## config.mk

```make
export PLATFORM = sky130hd
export DESIGN_NAME = tx_phase_align_seq
export DESIGN_NICKNAME = d
export VERILOG_FILES = /design/src/rtl/tpa_pkg.sv /design/src/rtl/tpa_half_cmp.sv /design/src/rtl/tpa_rise_det.sv /design/src/rtl/tpa_cal_dist.sv /design/src/rtl/tx_phase_align_seq.sv
export SDC_FILE = /design/constraint.sdc
export NUM_CORES = 1
export LEC_CHECK = 0
export BUFFER_PORTS_ARGS = -buffer_cell sky130_fd_sc_hd__buf_2
export CAP_MARGIN = 20
export CORE_AREA = 2 2 75 105
export CTS_CLUSTER_SIZE = 24
export DETAILED_ROUTE_END_ITERATION = 6
export DIE_AREA = 0 0 77 107
export GPL_ROUTABILITY_DRIVEN = 0
export PLACE_DENSITY_LB_ADDON = 0.2
export SKIP_CTS_REPAIR_TIMING = 1
export SYNTH_ARGS = -nofsm -noshare
export SYNTH_HDL_FRONTEND = slang
export SYNTH_SLANG_ARGS = --single-unit
```

## constraint.sdc

```tcl
create_clock -name clk_i -period 3.8 [get_ports clk_i]
set_input_delay 0.76 -clock clk_i [delete_from_list [all_inputs] [get_ports clk_i]]
set_output_delay 0.76 -clock clk_i [all_outputs]
set_load 0.02 [all_outputs]
```

## src/rtl/tpa_pkg.sv

```systemverilog
package tpa_pkg;
  typedef enum logic [2:0] {
    ST_IDLE,
    ST_CAL_CHK,
    ST_STEP,
    ST_STEP_WAIT,
    ST_MEAS_CLR,
    ST_MEAS_WAIT,
    ST_ALIGNED
  } seq_state_e;

  typedef enum logic [1:0] {
    SRCH_COARSE,
    SRCH_FINE,
    SRCH_CAL
  } srch_e;
endpackage

```

## src/rtl/tpa_half_cmp.sv

```systemverilog
module tpa_half_cmp #(
  parameter int DET_W = 32
) (
  input  logic [DET_W-1:0] count_i,
  input  logic [DET_W-1:0] target_i,
  output logic             hi_o
);
  always_comb hi_o = (count_i >= (target_i >> 1));
endmodule

```

## src/rtl/tpa_rise_det.sv

```systemverilog
module tpa_rise_det (
  input  logic clk_i,
  input  logic rst_ni,
  input  logic d_i,
  output logic rise_o
);
  logic d_q;

  always_ff @(posedge clk_i or negedge rst_ni) begin
    if (!rst_ni) d_q <= 1'b0;
    else         d_q <= d_i;
  end

  assign rise_o = d_i & ~d_q;
endmodule

```

## src/rtl/tpa_cal_dist.sv

```systemverilog
module tpa_cal_dist #(
  parameter int PHASE_W  = 7,
  parameter int STEP_W   = 4,
  parameter int MAX_STEP = 8
) (
  input  logic [PHASE_W-1:0] target_i,
  input  logic [PHASE_W-1:0] phase_i,
  output logic               zero_o,
  output logic               up_o,
  output logic [STEP_W-1:0]  size_o
);
  logic [PHASE_W-1:0] diff;
  logic [PHASE_W-1:0] mag;

  always_comb begin
    diff   = target_i - phase_i;
    zero_o = (diff == '0);
    // MSB clear: forward distance below half a turn; tie goes down
    up_o   = ~diff[PHASE_W-1];
    mag    = up_o ? diff : (PHASE_W'(0) - diff);
    size_o = (mag > PHASE_W'(MAX_STEP)) ? STEP_W'(MAX_STEP) : STEP_W'(mag);
  end
endmodule

```

## src/rtl/tx_phase_align_seq.sv

```systemverilog
module tx_phase_align_seq #(
  parameter int PHASE_W     = 7,
  parameter int DET_W       = 32,
  parameter int STEP_W      = 4,
  parameter int COARSE_STEP = 8,
  parameter int FINE_STEP   = 1,
  parameter int SPEED_SHIFT = 7
) (
  input  logic               clk_i,
  input  logic               rst_ni,
  input  logic               cal_mode_i,
  input  logic [PHASE_W-1:0] cal_phase_i,
  input  logic [DET_W-1:0]   det_max_i,
  input  logic               realign_i,
  output logic               aligned_o,
  output logic               step_req_o,
  output logic               step_up_o,
  output logic [STEP_W-1:0]  step_size_o,
  input  logic               step_done_i,
  input  logic [PHASE_W-1:0] pi_phase_i,
  output logic               det_clear_o,
  output logic [DET_W-1:0]   det_target_o,
  input  logic               det_done_i,
  input  logic [DET_W-1:0]   det_count_i
);
  import tpa_pkg::*;

  localparam int PHASE_SPAN   = 1 << PHASE_W;
  localparam int COARSE_LIMIT = PHASE_SPAN / COARSE_STEP;
  localparam int FINE_LIMIT   = PHASE_SPAN;
  localparam int CNT_W        = $clog2(FINE_LIMIT + 1);

  seq_state_e         state_q, state_d;
  srch_e              srch_q, srch_d;
  logic               first_q, first_d;
  logic               ref_hi_q, ref_hi_d;
  logic               rising_q, rising_d;
  logic               up_q, up_d;
  logic [STEP_W-1:0]  size_q, size_d;
  logic [CNT_W-1:0]   cnt_q, cnt_d;

  logic               meas_hi;
  logic               realign_rise;
  logic               cal_zero;
  logic               cal_up;
  logic [STEP_W-1:0]  cal_size;
  logic               limit_hit;

  tpa_half_cmp #(.DET_W(DET_W)) u_cmp (
    .count_i  (det_count_i),
    .target_i (det_target_o),
    .hi_o     (meas_hi)
  );

  tpa_rise_det u_rise (
    .clk_i  (clk_i),
    .rst_ni (rst_ni),
    .d_i    (realign_i),
    .rise_o (realign_rise)
  );

  tpa_cal_dist #(
    .PHASE_W  (PHASE_W),
    .STEP_W   (STEP_W),
    .MAX_STEP (COARSE_STEP)
  ) u_dist (
    .target_i (cal_phase_i),
    .phase_i  (pi_phase_i),
    .zero_o   (cal_zero),
    .up_o     (cal_up),
    .size_o   (cal_size)
  );

  assign limit_hit = (srch_q == SRCH_COARSE) ? (cnt_q >= CNT_W'(COARSE_LIMIT))
                                             : (cnt_q >= CNT_W'(FINE_LIMIT));

  always_comb begin
    state_d  = state_q;
    srch_d   = srch_q;
    first_d  = first_q;
    ref_hi_d = ref_hi_q;
    rising_d = rising_q;
    up_d     = up_q;
    size_d   = size_q;
    cnt_d    = cnt_q;
    unique case (state_q)
      ST_IDLE: begin
        if (cal_mode_i) begin
          srch_d  = SRCH_CAL;
          state_d = ST_CAL_CHK;
        end else begin
          srch_d  = SRCH_COARSE;
          first_d = 1'b1;
          state_d = ST_MEAS_CLR;
        end
      end
      ST_CAL_CHK: begin
        if (cal_zero) begin
          state_d = ST_ALIGNED;
        end else begin
          up_d    = cal_up;
          size_d  = cal_size;
          state_d = ST_STEP;
        end
      end
      ST_STEP: begin
        cnt_d   = cnt_q + CNT_W'(1);
        state_d = ST_STEP_WAIT;
      end
      ST_STEP_WAIT: begin
        if (step_done_i) state_d = (srch_q == SRCH_CAL) ? ST_CAL_CHK : ST_MEAS_CLR;
      end
      ST_MEAS_CLR: begin
        state_d = ST_MEAS_WAIT;
      end
      ST_MEAS_WAIT: begin
        if (det_done_i) begin
          if (first_q) begin
            ref_hi_d = meas_hi;
            first_d  = 1'b0;
            cnt_d    = '0;
            if (srch_q == SRCH_COARSE) begin
              up_d   = 1'b1;
              size_d = STEP_W'(COARSE_STEP);
            end else begin
              // move so the reading heads back across half-scale
              up_d   = (meas_hi != rising_q);
              size_d = STEP_W'(FINE_STEP);
            end
            state_d = ST_STEP;
          end else if (meas_hi != ref_hi_q) begin
            if (srch_q == SRCH_COARSE) begin
              rising_d = meas_hi;
              srch_d   = SRCH_FINE;
              ref_hi_d = meas_hi;
              cnt_d    = '0;
              up_d     = 1'b0;
              size_d   = STEP_W'(FINE_STEP);
              state_d  = ST_STEP;
            end else begin
              state_d  = ST_ALIGNED;
            end
          end else if (limit_hit) begin
            if (srch_q == SRCH_COARSE) begin
              srch_d   = SRCH_FINE;
              ref_hi_d = meas_hi;
              cnt_d    = '0;
              up_d     = (meas_hi != rising_q);
              size_d   = STEP_W'(FINE_STEP);
              state_d  = ST_STEP;
            end else begin
              state_d  = ST_ALIGNED;
            end
          end else begin
            state_d = ST_STEP;
          end
        end
      end
      ST_ALIGNED: begin
        if (realign_rise) begin
          srch_d  = SRCH_FINE;
          first_d = 1'b1;
          state_d = ST_MEAS_CLR;
        end
      end
      default: state_d = ST_IDLE;
    endcase
  end

  always_ff @(posedge clk_i or negedge rst_ni) begin
    if (!rst_ni) begin
      state_q  <= ST_IDLE;
      srch_q   <= SRCH_COARSE;
      first_q  <= 1'b1;
      ref_hi_q <= 1'b0;
      rising_q <= 1'b1;
      up_q     <= 1'b1;
      size_q   <= '0;
      cnt_q    <= '0;
    end else begin
      state_q  <= state_d;
      srch_q   <= srch_d;
      first_q  <= first_d;
      ref_hi_q <= ref_hi_d;
      rising_q <= rising_d;
      up_q     <= up_d;
      size_q   <= size_d;
      cnt_q    <= cnt_d;
    end
  end

  assign aligned_o    = (state_q == ST_ALIGNED);
  assign step_req_o   = (state_q == ST_STEP);
  assign step_up_o    = up_q;
  assign step_size_o  = size_q;
  assign det_clear_o  = (state_q == ST_MEAS_CLR);
  assign det_target_o = (srch_q == SRCH_COARSE) ? (det_max_i >> SPEED_SHIFT) : det_max_i;
endmodule

```

==> results of run 1 <==
## worst register-to-register path, stage by stage, from the launching register on
cell	delay, ns
dfrtp_1	0.42
or2_4	0.36
buf_4	0.21
mux2i_1	0.23
ha_1	0.29
a21oi_1	0.15
o21ai_0	0.10
a211oi_1	0.47
nand3_1	0.15
a221o_1	0.46
a21oi_4	0.24
mux2_2	0.36
## where the power goes
part / total (uW) / switching, uW / internal, uW / leakage, uW
Combinational: 1310 / 776 / 530 / 0.00177
Clock: 224 / 83.2 / 141 / 0.0000357
Sequential: 471 / 128 / 343 / 0.000260
Total: 2000 / 987 / 1010 / 0.00206
## placed cells by master, fill, tap and decap left out, types with 3 or more instances in the layout
cell / instances
a211oi_1: 5
a21o_1: 6
a21oi_1: 24
a31oi_1: 5
buf_2: 123
buf_4: 5
clkbuf_8: 3
dfrtp_1: 19
dfstp_2: 3
ha_1: 40
inv_1: 53
mux2_2: 4
mux2i_1: 21
nand2_1: 46
nand3_1: 6
nand4_1: 6
nor2_1: 25
nor2b_1: 6
nor3_1: 13
o211ai_1: 3
o21a_1: 7
o21ai_0: 17
o22ai_1: 3
o31ai_1: 3
or3_1: 3
xnor2_1: 4
## registers in the layout (all words and copies together) (netlist names)
register     flops
cnt_q            8
first_q          1
ref_hi_q         1
rising_q         1
srch_q           2
state_q          3
step_size_o      4
step_up_o        1
u_rise.d_q       1
## synth_stat cells, types with 7 or more instances
cell	instances	share of area (%)
o21a_1	7	1.8
inv_1	53	7.0
nor3_1	13	2.3
clkbuf_1	7	0.92
dfrtp_1	19	17
o21ai_0	17	3.0
a21oi_1	24	4.2
nand2_1	46	6.1
ha_1	40	18
nor2_1	25	3.3
mux2i_1	21	7.4
## metal layers
metal,wire length [um],part of all wire (%),track usage (%),vias to the layer above
met4,82,1.0,4.08,0
met1,3190,40,21.7,1380
li1,-,-,-,1550
met5,0,0,0,-
met3,591,7.3,3.20,6
met2,4200,52,37.8,124
## through the flow
stage | hold WS [ns] | util, % | total power, uW | worst slack (ns)
after CTS | 0.446 | 49.9 | 2000 | 0.0426
after global placement | 0.429 | 49.0 | 1760 | 0.174
after detailed placement | 0.434 | 49.0 | 1780 | 0.0610
after floorplan | 0.403 | - | 1400 | 0.0175
after global routing | 0.488 | 50.0 | 2190 | 0.00479
final | 0.442 | 50.0 | 2000 | 0.244
## area by class of cell
class | instances | area, um2 | share of cell area, %
Tap cell | 97 | 121 | 3.32
Inverter | 54 | 203 | 5.54
Timing Repair Buffer | 128 | 653 | 17.9
Sequential cell | 22 | 554 | 15.2
Clock buffer | 3 | 41.3 | 1.13
Clock inverter | 1 | 30.0 | 0.821
Multi-Input combinational cell | 283 | 2050 | 56.2
## cell families after synthesis
logic type,count (synthesis),share of synthesized area [%]
muxes,25,8.98
buffers and inverters,63,8.32
DFF,22,19.5
and+or+nand+nor,118,19.9
AOI/OAI and AO/OA,94,23.4
xor gates and xnor gates,5,1.54
adders and majority gates,41,18.3
## how the worst max path moves through the flow
| stage | startpoint | to | slack [ns] | cells after the start |
|---|---|---|---|---|
| after global placement | srch_q[0]$_DFFE_PN0P_ | step_size_o[1]$_DFFE_PN0P_ | 0.17 | 12 |
| after CTS | srch_q[0]$_DFFE_PN0P_ | step_size_o[2]$_DFFE_PN0P_ | 0.04 | 11 |
| final | srch_q[0]$_DFFE_PN0P_ | step_size_o[2]$_DFFE_PN0P_ | 0.24 | 11 |
| after floorplan | srch_q[1]$_DFFE_PN0P_ | step_size_o[0]$_DFFE_PN0P_ | 0.02 | 15 |
| after detailed placement | srch_q[0]$_DFFE_PN0P_ | step_size_o[2]$_DFFE_PN0P_ | 0.06 | 11 |
| after global routing | srch_q[0]$_DFFE_PN0P_ | step_size_o[2]$_DFFE_PN0P_ | 0.005 | 11 |
==> metrics, run 1 <==
Reg2Reg Depth 11; CP max FO 23; clock-pin slew on the worst setup and hold paths 0.09 ns; pin count of the biggest net entering global routing 24; core area 7310 um2; share of layout cells above drive strength 1 30.3%; global-route wire length before repair between 10000 and 15000 um; Post-Syn Area per Cell 7.72 um2; dpl cell area 3580 um2; fin area between 3000 and 4000 um2; Area Overhead vs Synth 28.7%; max-cap viol count 0; Mapped Area ~2800 um2; clock skew 0.00658 ns; Reg2Reg Setup Slack roughly 0.24 ns; CTS H-Tree Depth 1; slowest cell on the critical path a211oi_1; Post-synth EDFFs 0; Hold Path Stages 1; number of DRC markers in iteration 0 60; Peak supply drop 0.315 mV; CTS tree yes; grt total ovfl 0; Routed Antenna Nets 0; fin cells 588; Slew @ Worst Pin 0.662 ns; Antenna diodes 0; reg2reg start srch_q[0]$_DFFE_PN0P_; WP data arrival 3.71 ns; Max Freq 281 MHz; Initial Util 38.8%; Clk Latency, worst-skew pair 0.27 ns; via count 3060; Nets 617; final wirelength 8060 um; placed cell count 584; die area roughly 8200 um2; crit path cell chain or2_4 > buf_4 > mux2i_1 > ha_1 > a21oi_1 > o21ai_0 > a211oi_1 > nand3_1 > a221o_1 > a21oi_4 > mux2_2; Post-synth ARST share between 90% and 100%; Inserted Clock Buffers 3; Startpoint Class flop; wire length per cell 13.7 um; Cell Pwr Density around 550 nW/um2; setup tns final 0 ns; io pins 124; post-DP HPWL 6780 um; All-Layer GR Usage 19.3%; I/O Buffers between 100 and 150; sequential area share after synthesis between 15 and 20%; Reg-to-Reg End step_size_o[2]$_DFFE_PN0P_; hold wc startpoint ref_hi_q$_DFFE_PN0P_; RSZ-0062 raised after global routing no; number of antenna violations at the first check in global routing 0; final hold viol count 0; net count after synthesis about 490; CTS max path bufs 2; Root Driver clkbuf_8; max incr delay on CP 0.47 ns; die width 77 um; DR vias/cell 5.20; hold crit path type flop to flop; run status complete, no violations; Yosys reg bits 22; CP endpoint kind flop; Tmin final approximately 3.6 ns; Die Y-Extent 107 um; fin crit share 93.6%; family with the most delay on the worst path compound AO/OA/AOI/OAI gates; cells after synthesis 368; Clock Sink Count 22; relative slew slack 55.6%; Hold EP rising_q$_DFFE_PN1P_; Finish-stage setup viols 0; FP Rows 37; Pre-antenna DRT Iters 4; Worst Path Required 3.96 ns; Buf/Inv on CP 1; Filler cells approximately 760; Lkg Pwr a little over 0.002 uW; max-slew violation count 0; Synth Flop Type dfrtp_1; drc violations 0; vias in the first global route just over 3000; post-synth cell types 56; WS Path Type flop to flop; synth warn 0
Note: power is estimated with default switching activity, not from simulation.
==> run 2: changes to the inputs <==
CELL_PAD_IN_SITES_DETAIL_PLACEMENT = 0   (was unset)
CELL_PAD_IN_SITES_GLOBAL_PLACEMENT = 1   (was unset)
CORE_AREA = 2 2 99 101   (was 2 2 75 105)
DIE_AREA = 0 0 101 103   (was 0 0 77 107)
PLACE_DENSITY_LB_ADDON = 0.1   (was 0.2)
==> run 2 against run 1 <==
Cell area rose by 1.2%; count of clock-buffer cells in the layout rose by 1; first-iteration DRC count rose by 22%; die area rose by 26%; clock power fell by 22%; fmax rose by 1.8%; register-to-register slack improved by 0.06 ns; core utilization fell by 11 points; largest power group unchanged.
==> metrics, run 2 (same netlist as run 1, synthesis figures left out) <==
setup tns final 0 ns (unchanged); Storage cell area 554 um2 (unchanged); Initial Util 30.0% (was 38.8%); hold crit path type flop to flop (unchanged); clock-pin slew on the worst setup and hold paths 0.08 ns (was 0.09 ns); WP data arrival 3.65 ns (was 3.71 ns); most frequent cells in the layout buf_2 (123), inv_1 (53), nand2_1 (46), ha_1 (40) (was buf_2 (123), inv_1 (53), nand2_1 (46), ha_1 (40), nor2_1 (25)); Tmin final 3.49 ns (was 3.56 ns); Lkg Pwr 0.00207 uW (was 0.00206 uW); share of layout cells above drive strength 1 31.2% (was 30.3%); max reg flops 8 (unchanged); Hold Path Stages 1 (unchanged); Filler cells 1005 (was 761); WS Path Type flop to flop (unchanged); wire length per cell 13.8 um (was 13.7 um); core area 9460 um2 (was 7310 um2); DR vias/cell 4.91 (was 5.20); CTS H-Tree Depth 1 (unchanged); Antenna diodes 0 (unchanged); Worst Path Required 3.96 ns (about the same); clock skew 0.00197 ns (was 0.00658 ns); CTS tree yes (unchanged); final wirelength 8380 um (was 8060 um); Startpoint Class flop (unchanged); RSZ-0062 raised after global routing no (unchanged); die area 10400 um2 (was 8240 um2); Die Y-Extent 103 um (was 107 um); relative slew slack 55.8% (was 55.6%); CTS max path bufs 2 (unchanged); Finish-stage setup viols 0 (unchanged); final hold viol count 0 (unchanged); pre-CTS setup slack 0.0653 ns (was 0.0610 ns); max-slew violation count 0 (unchanged); All-Layer GR Usage 15.6% (was 19.3%); FP Rows 36 (was 37); Reg2Reg Depth 14 (was 11); vias in the first global route 2745 (was 3024); global-route wire length before repair 13200 um (was 13300 um); fin crit share 91.9% (was 93.6%); final setup margin 0.307 ns (was 0.244 ns); Max Freq 286 MHz (was 281 MHz); Nets 620 (was 617); area of the multi-input gates 2070 um2 (was 2050 um2); Clk Latency, worst-skew pair 0.27 ns (about the same); Clock Sink Count 22 (unchanged); most common cell after layout, fill and taps aside buf_2 (unchanged); drc violations 0 (unchanged); Routed Antenna Nets 0 (unchanged); max-cap viol count 0 (unchanged); placed cell count 604 (was 584); number of antenna violations at the first check in global routing 0 (unchanged); run status complete, no violations (unchanged); grt total ovfl 0 (unchanged); Peak supply drop 0.310 mV (was 0.315 mV); CP endpoint kind flop (unchanged); post-DP HPWL 7100 um (was 6780 um); Inserted Clock Buffers 3 (unchanged); I/O Buffers 123 (unchanged); Cell Pwr Density 535 nW/um2 (was 547 nW/um2); Root Driver clkbuf_8 (unchanged); Slew @ Worst Pin 0.658 ns (was 0.662 ns); Pre-antenna DRT Iters 4 (unchanged); number of DRC markers in iteration 0 73 (was 60); Area Overhead vs Synth 30.2% (was 28.7%); Largest Register cnt_q (unchanged); io pins 124 (unchanged); pin count of the biggest net entering global routing 23 (was 24); die width 101 um (was 77 um); CP max FO 10 (was 23); via count 2985 (was 3060); fin cells 608 (was 588)
-- run 2: changes by cell type in the layout (fill, tap and decap cells not counted) --
cell,change
bufinv_16,-1
a211oi_2,+1
a211oi_1,-1
nor2_2,+1
buf_4,+3
nor4b_2,-1
nor4b_4,+1
clkbuf_8,+1
nor2_1,-1
-- run 2: power breakdown --
group          leakage, uW  internal, uW  switching [uW]
registers         0.000260           343             124
clock network    0.0000288          92.6            82.4
logic              0.00178           545             793
-- run 2: routing by layer --
metal / up-vias / global-route usage [%] / wire [um]
met3: 4 / 1.49 / 588
li1: 1551 / - / -
met4: 0 / 2.18 / 36
met2: 115 / 27.2 / 3830
met1: 1315 / 21.6 / 3920
met5: - / 0 / 0
-- run 2: cell type report --
type,count,area share [%]
repair buffers,131,18.3
clock buffers,4,1.49
multi-input cells,283,55.9
inverters,54,5.48
flip-flops and latches,22,15.0
well taps,114,3.86
-- run 2: critical path: stages (launching register included) --
cell	delay, ns
dfrtp_1	0.39
buf_4	0.16
nor2_2	0.16
buf_4	0.23
nand2_1	0.07
nand2_1	0.08
inv_1	0.05
ha_1	0.30
a2111oi_4	0.37
nor4b_4	0.11
o31ai_4	0.32
nand3_1	0.12
a221o_1	0.44
a21oi_4	0.25
mux2_2	0.36
-- run 2: worst paths after layout --
| check | startpoint | end | slack [ns] |
|---|---|---|---|
| setup reg to reg | srch_q[1]$_DFFE_PN0P_ | step_size_o[1]$_DFFE_PN0P_ | 0.31 |
| hold reg to reg | ref_hi_q$_DFFE_PN0P_ | rising_q$_DFFE_PN1P_ | 0.43 |
| max in group asynchronous | rst_ni | step_up_o$_DFFE_PN1P_ | 2.98 |
| setup / recovery | srch_q[1]$_DFFE_PN0P_ | step_size_o[1]$_DFFE_PN0P_ | 0.31 |
| min in group asynchronous | rst_ni | cnt_q[5]$_DFFE_PN0P_ | 0.45 |
| hold / removal | ref_hi_q$_DFFE_PN0P_ | rising_q$_DFFE_PN1P_ | 0.43 |
-- run 2: per-stage QoR --
step / power [uW] / hold WS (ns) / cell area (um2) / utilization, %
2_1_floorplan: 1400 / 0.403 / 2840 / -
3_3_place_gp: 1810 / 0.422 / 3630 / 38.3
3_5_place_dp: 1810 / 0.421 / 3630 / 38.3
4_1_cts: 1990 / 0.433 / 3680 / 38.9
5_1_grt: 2180 / 0.442 / 3700 / 39.1
6_report: 1980 / 0.427 / 3700 / 39.1
==> run 3: changes to the inputs <==
CELL_PAD_IN_SITES_DETAIL_PLACEMENT = unset   (was 0)
CELL_PAD_IN_SITES_GLOBAL_PLACEMENT = unset   (was 1)
CORE_AREA = 2 2 88 90   (was 2 2 99 101)
DIE_AREA = 0 0 90 92   (was 0 0 101 103)
HOLD_SLACK_MARGIN = 0.03   (was unset)
PLACE_DENSITY = 0.7   (was unset)
PLACE_DENSITY_LB_ADDON = unset   (was 0.1)
==> run 3 against run 2 <==
Sequential power up 2%; die area down 20%; critical path type unchanged; power up 1.9%; fmax down 2.1%; combinational power about the same; register-to-register slack worse by 0.08 ns; sequential cell count unchanged; setup slack worse by 0.076 ns; clock skew up 0.0025 ns.
==> metrics, run 3 (same netlist as run 1, synthesis figures left out) <==
run status complete, no violations (unchanged); relative slew slack 44.4% (was 55.8%); max-cap viol count 0 (unchanged); Lkg Pwr 0.00207 uW (about the same); crit path cell chain or2_2 > buf_12 > mux2i_1 > ha_1 > nand4_1 > nor3_1 > nor4b_2 > o31ai_4 > a21o_1 > a221o_2 > a21oi_4 > mux2_2 (was buf_4 > nor2_2 > buf_4 > nand2_1 > nand2_1 > inv_1 > ha_1 > a2111oi_4 > nor4b_4 > o31ai_4 > nand3_1 > a221o_1 > a21oi_4 > mux2_2); most frequent cells in the layout buf_2 (123), inv_1 (53), nand2_1 (46), ha_1 (40), nor2_1 (25) (was buf_2 (123), inv_1 (53), nand2_1 (46), ha_1 (40)); Worst Path Required 3.97 ns (was 3.96 ns); Inserted Clock Buffers 3 (unchanged); global-route wire length before repair 13100 um (was 13200 um); dpl cell area 3610 um2 (was 3630 um2); grt total ovfl 0 (unchanged); fin area 3680 um2 (was 3700 um2); Reg2Reg Depth 12 (was 14); pin count of the biggest net entering global routing 25 (was 23); family with the most delay on the worst path simple AND/OR/NAND/NOR gates (was compound AO/OA/AOI/OAI gates); Nets 618 (was 620); sw power 995 uW (was 1000 uW); Critical Path Stages 12 (was 14); Sw Share 49.3% (was 50.5%); hold crit path type flop to flop (unchanged); Peak supply drop 0.293 mV (was 0.310 mV); via count 3057 (was 2985); io pins 124 (unchanged); Area Overhead vs Synth 29.5% (was 30.2%); Buf/Inv on CP 1 (was 3); CTS H-Tree Depth 1 (unchanged); die area 8280 um2 (was 10400 um2); Storage cell area 554 um2 (unchanged); CTS tree yes (unchanged); drc violations 0 (unchanged); Reg-to-Reg End step_size_o[1]$_DFFE_PN0P_ (unchanged); number of antenna violations at the first check in global routing 0 (unchanged); Die Y-Extent 92 um (was 103 um); RSZ-0062 raised after global routing no (unchanged); Hold Path Stages 1 (unchanged); WS Path Type flop to flop (unchanged); core area 7450 um2 (was 9460 um2); final wirelength 7890 um (was 8380 um); Startpoint Class flop (unchanged); WP data arrival 3.74 ns (was 3.65 ns); I/O Buffers 123 (unchanged); setup tns final 0 ns (unchanged); clock-pin slew on the worst setup and hold paths 0.09 ns (was 0.08 ns); combinational share of power 65.3% (was 67.6%); Reg2Reg Setup Slack 0.23 ns (was 0.31 ns); slowest cell on the critical path dfrtp_1 (was a221o_1); max incr delay on CP 0.43 ns (was 0.44 ns); Clk Latency, worst-skew pair 0.27 ns (about the same); DR vias/cell 5.15 (was 4.91); Clock Sink Count 22 (unchanged); final setup margin 0.230 ns (was 0.307 ns); wire length per cell 13.3 um (was 13.8 um); most common cell after layout, fill and taps aside buf_2 (unchanged); hold wc startpoint ref_hi_q$_DFFE_PN0P_ (unchanged); final hold viol count 0 (unchanged); Cell Pwr Density 548 nW/um2 (was 535 nW/um2); Root Driver clkbuf_8 (unchanged); Tmin final 3.57 ns (was 3.49 ns); reg2reg start srch_q[1]$_DFFE_PN0P_ (unchanged); All-Layer GR Usage 18.8% (was 15.6%); critical path endpoint step_size_o[1]$_DFFE_PN0P_ (unchanged); Tot Pwr 2020 uW (was 1980 uW); post-DP HPWL 6600 um (was 7100 um); Filler cells 742 (was 1005); vias in the first global route 2872 (was 2745); share of layout cells above drive strength 1 30.7% (was 31.2%); Antenna diodes 0 (unchanged); Initial Util 38.2% (was 30.0%); Slew @ Worst Pin 0.828 ns (was 0.658 ns); number of DRC markers in iteration 0 133 (was 73); Sequential Power Share 23.6% (about the same); Finish-stage setup viols 0 (unchanged); max-slew violation count 0 (unchanged); clock skew 0.00444 ns (was 0.00197 ns); Largest Register cnt_q (unchanged); CP endpoint kind flop (unchanged); Max Freq 280 MHz (was 286 MHz); P_int 1020 uW (was 980 uW); Routed Antenna Nets 0 (unchanged); CP max FO 24 (was 10); FP Rows 32 (was 36); CP startpoint srch_q[1]$_DFFE_PN0P_ (unchanged); Worst Hold Slack 0.437 ns (was 0.427 ns); Pre-antenna DRT Iters 4 (unchanged); pre-CTS setup slack 0.218 ns (was 0.0653 ns); max reg flops 8 (unchanged); area of the multi-input gates 2050 um2 (was 2070 um2); CTS max path bufs 2 (unchanged); fin crit share 93.9% (was 91.9%); die width 90 um (was 101 um); clock power share 11.2% (was 8.8%)
-- run 3: cell count changes in the layout (fill, tap and decap cells not counted) --
cell / change
a211oi_1: +1
nor4b_2: +1
clkbuf_8: -1
or2_4: -1
bufinv_16: +1
nor2_2: -1
buf_12: +1
buf_4: -3
a211oi_2: -1
nor2_1: +1
nor4b_4: -1
a221o_2: +1
or2_2: +1
a221o_1: -1
-- run 3: per-stage QoR --
stage	cells	utilization, %
final	594	49.4
after global routing	594	49.4
after CTS	594	49.4
after detailed placement	590	48.5
after global placement	590	48.5
after floorplan	368	-
-- run 3: power groups by stage --
| stage | combinational (uW) | sequential (uW) | clock (uW) |
|---|---|---|---|
| 2_1_floorplan | 960 | 442 | 0 |
| 3_3_place_gp | 1290 | 473 | 0 |
| 3_5_place_dp | 1320 | 477 | 0 |
| 4_1_cts | 1320 | 473 | 232 |
| 5_1_grt | 1470 | 495 | 243 |
| 6_report | 1320 | 476 | 226 |
-- run 3: layer usage --
metal / vias up / wire [um] / global-route usage, %
li1: 1550 / - / -
met1: 1401 / 3510 / 23.6
met2: 99 / 3900 / 34.6
met3: 7 / 384 / 2.05
met4: 0 / 96 / 4.49
met5: - / 0 / 0
-- run 3: final cells by class --
cell class                      count  area share [%]
Inverter                           54            5.51
Multi-Input combinational cell    283            55.7
Clock inverter                      1           0.816
Sequential cell                    22            15.1
Timing Repair Buffer              129            18.3
Tap cell                          102            3.47
Clock buffer                        3            1.12
-- run 3: how the worst min path moves through the flow --
stage                                      end  slack, ns
after floorplan           rising_q$_DFFE_PN1P_       0.40
after global placement    rising_q$_DFFE_PN1P_       0.42
after detailed placement  rising_q$_DFFE_PN1P_       0.43
after CTS                 rising_q$_DFFE_PN1P_       0.44
after global routing      rising_q$_DFFE_PN1P_       0.47
final                     rising_q$_DFFE_PN1P_       0.44
